<file path="src/rtl/bank_seq_pkg.sv">
package bank_seq_pkg;
  localparam int CMD_W   = 5;
  localparam int CMD_ACT = 0;
  localparam int CMD_PRE = 1;
  localparam int CMD_RD  = 2;
  localparam int CMD_WR  = 3;
  localparam int CMD_REF = 4;
  localparam int DLY_W   = 8;

  typedef enum logic [2:0] {
    ST_IDLE,
    ST_PRE,
    ST_ACT,
    ST_COL,
    ST_RPRE,
    ST_RFC
  } seq_state_t;
endpackage

</file>
<file path="src/rtl/bank_delay_ctr.sv">
module bank_delay_ctr #(
  parameter int W = 8
) (
  input  logic         clk,
  input  logic         rst,
  input  logic         load,
  input  logic [W-1:0] load_val,
  output logic         zero
);
  logic [W-1:0] cnt_q;

  always_ff @(posedge clk) begin
    if (rst)              cnt_q <= '0;
    else if (load)        cnt_q <= load_val;
    else if (cnt_q != '0) cnt_q <= cnt_q - 1'b1;
  end

  assign zero = (cnt_q == '0);
endmodule

</file>
<file path="src/rtl/bank_row_tracker.sv">
module bank_row_tracker #(
  parameter int ROW_W = 16
) (
  input  logic             clk,
  input  logic             rst,
  input  logic             open_set,
  input  logic             open_clr,
  input  logic [ROW_W-1:0] set_row,
  input  logic [ROW_W-1:0] probe_row,
  output logic             open_vld,
  output logic [ROW_W-1:0] open_row,
  output logic             hit
);
  always_ff @(posedge clk) begin
    if (rst) begin
      open_vld <= 1'b0;
      open_row <= '0;
    end else if (open_set) begin
      open_vld <= 1'b1;
      open_row <= set_row;
    end else if (open_clr) begin
      open_vld <= 1'b0;
    end
  end

  assign hit = open_vld && (open_row == probe_row);
endmodule

</file>
<file path="src/rtl/bank_refresh_sched.sv">
module bank_refresh_sched #(
  parameter int ROWS     = 65536,
  parameter int INTERVAL = 48,
  localparam int ROW_W   = $clog2(ROWS),
  localparam int TICK_W  = $clog2(INTERVAL + 1)
) (
  input  logic             clk,
  input  logic             rst,
  input  logic             ack,
  output logic             pending,
  output logic [ROW_W-1:0] ptr
);
  logic [TICK_W-1:0] tick_q;
  logic              tick;

  assign tick = (tick_q == TICK_W'(INTERVAL - 1));

  always_ff @(posedge clk) begin
    if (rst) begin
      tick_q  <= '0;
      pending <= 1'b0;
      ptr     <= '0;
    end else begin
      tick_q <= tick ? '0 : tick_q + 1'b1;
      if (tick)     pending <= 1'b1;
      else if (ack) pending <= 1'b0;
      if (ack) ptr <= (ptr == ROW_W'(ROWS - 1)) ? '0 : ptr + 1'b1;
    end
  end
endmodule

</file>
<file path="src/rtl/bank_seq.sv">
module bank_seq
  import bank_seq_pkg::*;
#(
  parameter int ROWS         = 65536,
  parameter int COL_W        = 10,
  parameter int CLK_MHZ      = 50,
  parameter int RETENTION_US = 64000,
  parameter int T_RP         = 3,
  parameter int T_RCD        = 3,
  parameter int T_CL         = 2,
  parameter int T_RFC        = 8,
  localparam int ROW_W       = $clog2(ROWS)
) (
  input  logic             clk,
  input  logic             rst,
  input  logic             req_valid,
  input  logic             req_write,
  input  logic [ROW_W-1:0] req_row,
  input  logic [COL_W-1:0] req_col,
  output logic             req_ready,
  output logic             busy,
  output logic [CMD_W-1:0] cmd,
  output logic [ROW_W-1:0] cmd_row,
  output logic [COL_W-1:0] cmd_col
);
  localparam int REF_INTERVAL = (RETENTION_US * CLK_MHZ) / ROWS;

  seq_state_t       state_q, state_d;
  logic [ROW_W-1:0] row_q;
  logic [COL_W-1:0] col_q;
  logic             wr_q;
  logic [CMD_W-1:0] cmd_d;
  logic [ROW_W-1:0] cmd_row_d;
  logic [COL_W-1:0] cmd_col_d;
  logic             ld;
  logic [DLY_W-1:0] ld_val;
  logic             dly_zero;
  logic             ref_ack, ref_pending;
  logic [ROW_W-1:0] ref_ptr;
  logic             open_vld, hit;
  logic [ROW_W-1:0] open_row;
  logic             take;

  bank_delay_ctr #(.W(DLY_W)) u_dly (
    .clk(clk), .rst(rst), .load(ld), .load_val(ld_val), .zero(dly_zero)
  );

  bank_refresh_sched #(.ROWS(ROWS), .INTERVAL(REF_INTERVAL)) u_ref (
    .clk(clk), .rst(rst), .ack(ref_ack), .pending(ref_pending), .ptr(ref_ptr)
  );

  bank_row_tracker #(.ROW_W(ROW_W)) u_trk (
    .clk(clk), .rst(rst),
    .open_set(cmd_d[CMD_ACT]), .open_clr(cmd_d[CMD_PRE]),
    .set_row(cmd_row_d), .probe_row(req_row),
    .open_vld(open_vld), .open_row(open_row), .hit(hit)
  );

  assign req_ready = (state_q == ST_IDLE) && !ref_pending;
  assign busy      = !req_ready;
  assign take      = req_valid && req_ready;

  always_comb begin
    state_d   = state_q;
    cmd_d     = '0;
    cmd_row_d = cmd_row;
    cmd_col_d = cmd_col;
    ld        = 1'b0;
    ld_val    = '0;
    ref_ack   = 1'b0;
    unique case (state_q)
      ST_IDLE: begin
        if (ref_pending) begin
          if (open_vld) begin
            cmd_d[CMD_PRE] = 1'b1;
            cmd_row_d      = open_row;
            ld             = 1'b1;
            ld_val         = DLY_W'(T_RP - 1);
            state_d        = ST_RPRE;
          end else begin
            cmd_d[CMD_REF] = 1'b1;
            cmd_row_d      = ref_ptr;
            ref_ack        = 1'b1;
            ld             = 1'b1;
            ld_val         = DLY_W'(T_RFC - 1);
            state_d        = ST_RFC;
          end
        end else if (take) begin
          ld = 1'b1;
          if (hit) begin
            cmd_d[req_write ? CMD_WR : CMD_RD] = 1'b1;
            cmd_col_d = req_col;
            ld_val    = DLY_W'(T_CL - 1);
            state_d   = ST_COL;
          end else if (open_vld) begin
            cmd_d[CMD_PRE] = 1'b1;
            cmd_row_d      = open_row;
            ld_val         = DLY_W'(T_RP - 1);
            state_d        = ST_PRE;
          end else begin
            cmd_d[CMD_ACT] = 1'b1;
            cmd_row_d      = req_row;
            ld_val         = DLY_W'(T_RCD - 1);
            state_d        = ST_ACT;
          end
        end
      end
      ST_PRE: if (dly_zero) begin
        cmd_d[CMD_ACT] = 1'b1;
        cmd_row_d      = row_q;
        ld             = 1'b1;
        ld_val         = DLY_W'(T_RCD - 1);
        state_d        = ST_ACT;
      end
      ST_ACT: if (dly_zero) begin
        cmd_d[wr_q ? CMD_WR : CMD_RD] = 1'b1;
        cmd_col_d = col_q;
        ld        = 1'b1;
        ld_val    = DLY_W'(T_CL - 1);
        state_d   = ST_COL;
      end
      ST_RPRE: if (dly_zero) begin
        cmd_d[CMD_REF] = 1'b1;
        cmd_row_d      = ref_ptr;
        ref_ack        = 1'b1;
        ld             = 1'b1;
        ld_val         = DLY_W'(T_RFC - 1);
        state_d        = ST_RFC;
      end
      ST_COL, ST_RFC: if (dly_zero) state_d = ST_IDLE;
      default: state_d = ST_IDLE;
    endcase
  end

  always_ff @(posedge clk) begin
    if (rst) begin
      state_q <= ST_IDLE;
      cmd     <= '0;
      cmd_row <= '0;
      cmd_col <= '0;
      row_q   <= '0;
      col_q   <= '0;
      wr_q    <= 1'b0;
    end else begin
      state_q <= state_d;
      cmd     <= cmd_d;
      cmd_row <= cmd_row_d;
      cmd_col <= cmd_col_d;
      if (take) begin
        row_q <= req_row;
        col_q <= req_col;
        wr_q  <= req_write;
      end
    end
  end
endmodule

</file>
<file path="config.mk">
export PLATFORM = sky130hd
export DESIGN_NAME = bank_seq
export DESIGN_NICKNAME = d
export VERILOG_FILES = /design/src/rtl/bank_seq_pkg.sv /design/src/rtl/bank_delay_ctr.sv /design/src/rtl/bank_row_tracker.sv /design/src/rtl/bank_refresh_sched.sv /design/src/rtl/bank_seq.sv
export SDC_FILE = /design/constraint.sdc
export NUM_CORES = 1
export LEC_CHECK = 0
export ABC_AREA = 1
export BUFFER_PORTS_ARGS = -buffer_cell sky130_fd_sc_hd__buf_2
export CAP_MARGIN = 0
export CORE_MARGIN = 8
export CORE_UTILIZATION = 25
export CTS_BUF_LIST = sky130_fd_sc_hd__clkbuf_4
export DETAILED_ROUTE_END_ITERATION = 6
export GPL_TIMING_DRIVEN = 1
export HOLD_SLACK_MARGIN = 0.15
export PLACE_DENSITY_LB_ADDON = 0.15
export RECOVER_POWER = 50
export SYNTH_ARGS = -nofsm -noshare
export SYNTH_HDL_FRONTEND = slang
export SYNTH_HIERARCHICAL = 1
export SYNTH_SLANG_ARGS = --single-unit
</file>
<file path="constraint.sdc">
create_clock -name clk -period 3.8 [get_ports clk]
set_input_delay 0.19 -clock clk [delete_from_list [all_inputs] [get_ports clk]]
set_output_delay 0.19 -clock clk [all_outputs]
set_load 0.005 [all_outputs]
</file>
==> results.json <==
{
  "start_util_pct": 25.23,
  "ys.warnings.count": 6,
  "synth_seq_area_share_pct": 31.40,
  "ys_top_cells_by_count": "379 x nand2_1, 178 x nor2_1, 109 x dfxtp_1",
  "p_per_area_nw_per_um2": 667.2,
  "grt_pass1_vias": 6373,
  "synth_ff_type": "dfxtp_1",
  "detail_route.first_pass.iterations": 5,
  "hold_violations": 0,
  "slew_viol_final": 0,
  "totalWireLength_um": 22460,
  "postCtsSetupBuffers": 0,
  "leakagePower_nw": 3.649,
  "dieHeight_um": 182.7,
  "h-tree-depth": 3,
  "worstPathArrival_ns": 3.32,
  "hold_start": "req_valid",
  "syn_avg_cell_area_um2": 6.162,
  "dieArea_um2": 33390,
  "syn-instance-count": 1128,
  "wl_per_cell_um": 14.23,
  "peakVddDrop_mv": 0.2249,
  "skew_ns": 0.02537,
  "clock-root-buffer": "clkbuf_4",
  "required_ns": 4.20,
  "final.min_clock_period_ns": 2.923,
  "dpl.hpwl_um": 14890,
  "critPathMaxFanout": 34,
  "max-cap-violations": 0,
  "relSlewSlack_pct": 25.51,
  "globalplace.congestion": 0.7716,
  "synthTopCellsByArea": "dfxtp_1 31%, nand2_1 20%, nor2_1 9.6%",
  "synth.distinct_cells": 43,
  "clock-sinks": 109,
  "num_vias": 6774,
  "setup_viol": 0,
  "startpoint_type": "flip-flop",
  "clk_latency_ns": 0.51,
  "yosysMostFrequentCell": "nand2_1",
  "grt.overflow.total": 0,
  "fmax_mhz": 342.1,
  "outcome": "finished, final reports clean",
  "syn_area_um2": 6950,
  "cts_tree": "built",
  "cts_made_buffers": 9,
  "antenna_found_initial": 1,
  "holdCritPathClass": "input port to flip-flop",
  "setup.worst_path.start": "state_q[1]",
  "ioPinCount": 63,
  "grt_pass1_wl_um": 36020,
  "yosys_register_bits": 109,
  "area_growth_pct": 12.93,
  "tightest_slew_ns": 1.115,
  "grt_usage_pct": 13.66,
  "stdcell_count": 1578,
  "synth_top_area_share_pct": 31.40,
  "worstSetupPathType": "flip-flop to flip-flop",
  "end_kind": "flip-flop",
  "fin_setup_tns_ns": 0,
  "nets": 1227,
  "async_flop_share_pct": 0,
  "clockBufferDepth": 2,
  "avgViaCountPerCell": 4.293,
  "clk_pin_slew_ns": 0.20,
  "fillers": 3139,
  "coreArea_um2": 27550,
  "regToRegStartpoint": "state_q[1]",
  "drt_iter0_markers": 369,
  "grt_max_degree": 39,
  "drcViolationCount": 0,
  "io_buffers": 62,
  "fin_hold_ws_ns": 0.2620,
  "num_rows": 61,
  "rsz0062_at_grt": "no",
  "min_period_over_period_pct": 76.93,
  "ant_nets": 0,
  "yosysTopAreaCell": "dfxtp_1",
  "post-route-util_pct": 28.49,
  "synth_edf_count": 0,
  "die_w_um": 182.7,
  "placed_cells": 1534,
  "drive_gt1_share_pct": 13.43
}
==> per-layer routing <==
layer	routed length, µm	global-route usage [%]
met2	10360	22.41
met4	254	3.805
met1	11220	18.74
met5	0	0
met3	624	1.464
==> critical path, stage by stage, from the launching register on <==
cell and delay (ns):
dfxtp_1 0.43, nor2_1 0.25, nand2_1 0.23, nor2_1 0.48, nand2_8 0.23, inv_6 0.32, nand2_2 0.09, nand2_1 0.31
inv_4 0.23, nor2_1 0.17, a211oi_2 0.05
==> cell type report <==
class	instances	area (µm²)	share of cell area (%)
diodes	1	2.502	0.03188
flip-flops and latches	109	2182	27.80
repair buffers	99	619.3	7.891
well taps	378	473.0	6.026
clock buffers	9	67.56	0.8608
inverters	125	486.7	6.201
clock inverters	7	105.1	1.339
multi-input cells	850	3913	49.85
==> power by group <==
part | switching, mW | internal, mW | total, mW
logic | 1.90 | 0.906 | 2.81
clock network | 0.462 | 0.277 | 0.739
registers | 0.255 | 1.44 | 1.69
total | 2.62 | 2.62 | 5.24
==> registers in the layout, indices dropped and copies added, names as in the netlist, 3 cells and up <==
| signal | count |
|---|---|
| cmd | 5 |
| cmd_col | 10 |
| cmd_row | 16 |
| col_q | 10 |
| row_q | 16 |
| state_q | 3 |
| u_dly/cnt_q | 8 |
| u_ref/ptr | 16 |
| u_ref/tick_q | 6 |
| u_trk/open_row | 16 |
==> logic make-up after synthesis <==
logic type               after synthesis  share of synthesized area, %
AND/OR/NAND/NOR                      681                         42.43
buffers and inverters                173                         11.74
AO/OA/AOI/OAI                        152                         12.71
flip-flops                           109                         31.40
XOR/XNOR                               9                         1.134
adder cells (fa/ha/maj)                3                        0.5401
other                                  1                       0.05395
==> worst paths after layout <==
check	slack, ns	end	depth (start not counted)
worst max-delay path	0.88	u_trk/open_row[9]	10
worst min-delay path	0.26	cmd_row[1]	6
worst max register to register	0.88	u_trk/open_row[9]	10
worst min register to register	0.46	u_ref/tick_q[0]	1
==> layout by cell type (no fill, tap or decap), types with 11 or more instances in the layout <==
cell and n:
or2_2 16, inv_1 106, clkbuf_1 27, dlygate4sd3_1 27
o21ai_0 63, nand2_1 381, nor2_1 180, dfxtp_1 109
buf_2 35, nor2_2 25, a21oi_1 60, nand3_1 34
inv_2 11
==> through the flow <==
step / area (µm²) / total power, mW / setup WS (ns)
5_1_grt: 7849 / 5.776 / 0.6486
3_3_place_gp: 7495 / 4.628 / 1.175
2_1_floorplan: 6965 / 3.948 / 1.561
3_5_place_dp: 7495 / 4.614 / 1.170
6_report: 7849 / 5.237 / 0.8766
4_1_cts: 7938 / 5.400 / 1.136
==> timing repair <==
item / in CTS / in global routing
endpoints found under the hold margin: 39 / 0
endpoints found under the setup margin: 0 / 0
gates resized for setup: 0 / 0
hold buffers: 27 / 0
Power figures use the tool's default switching activity.
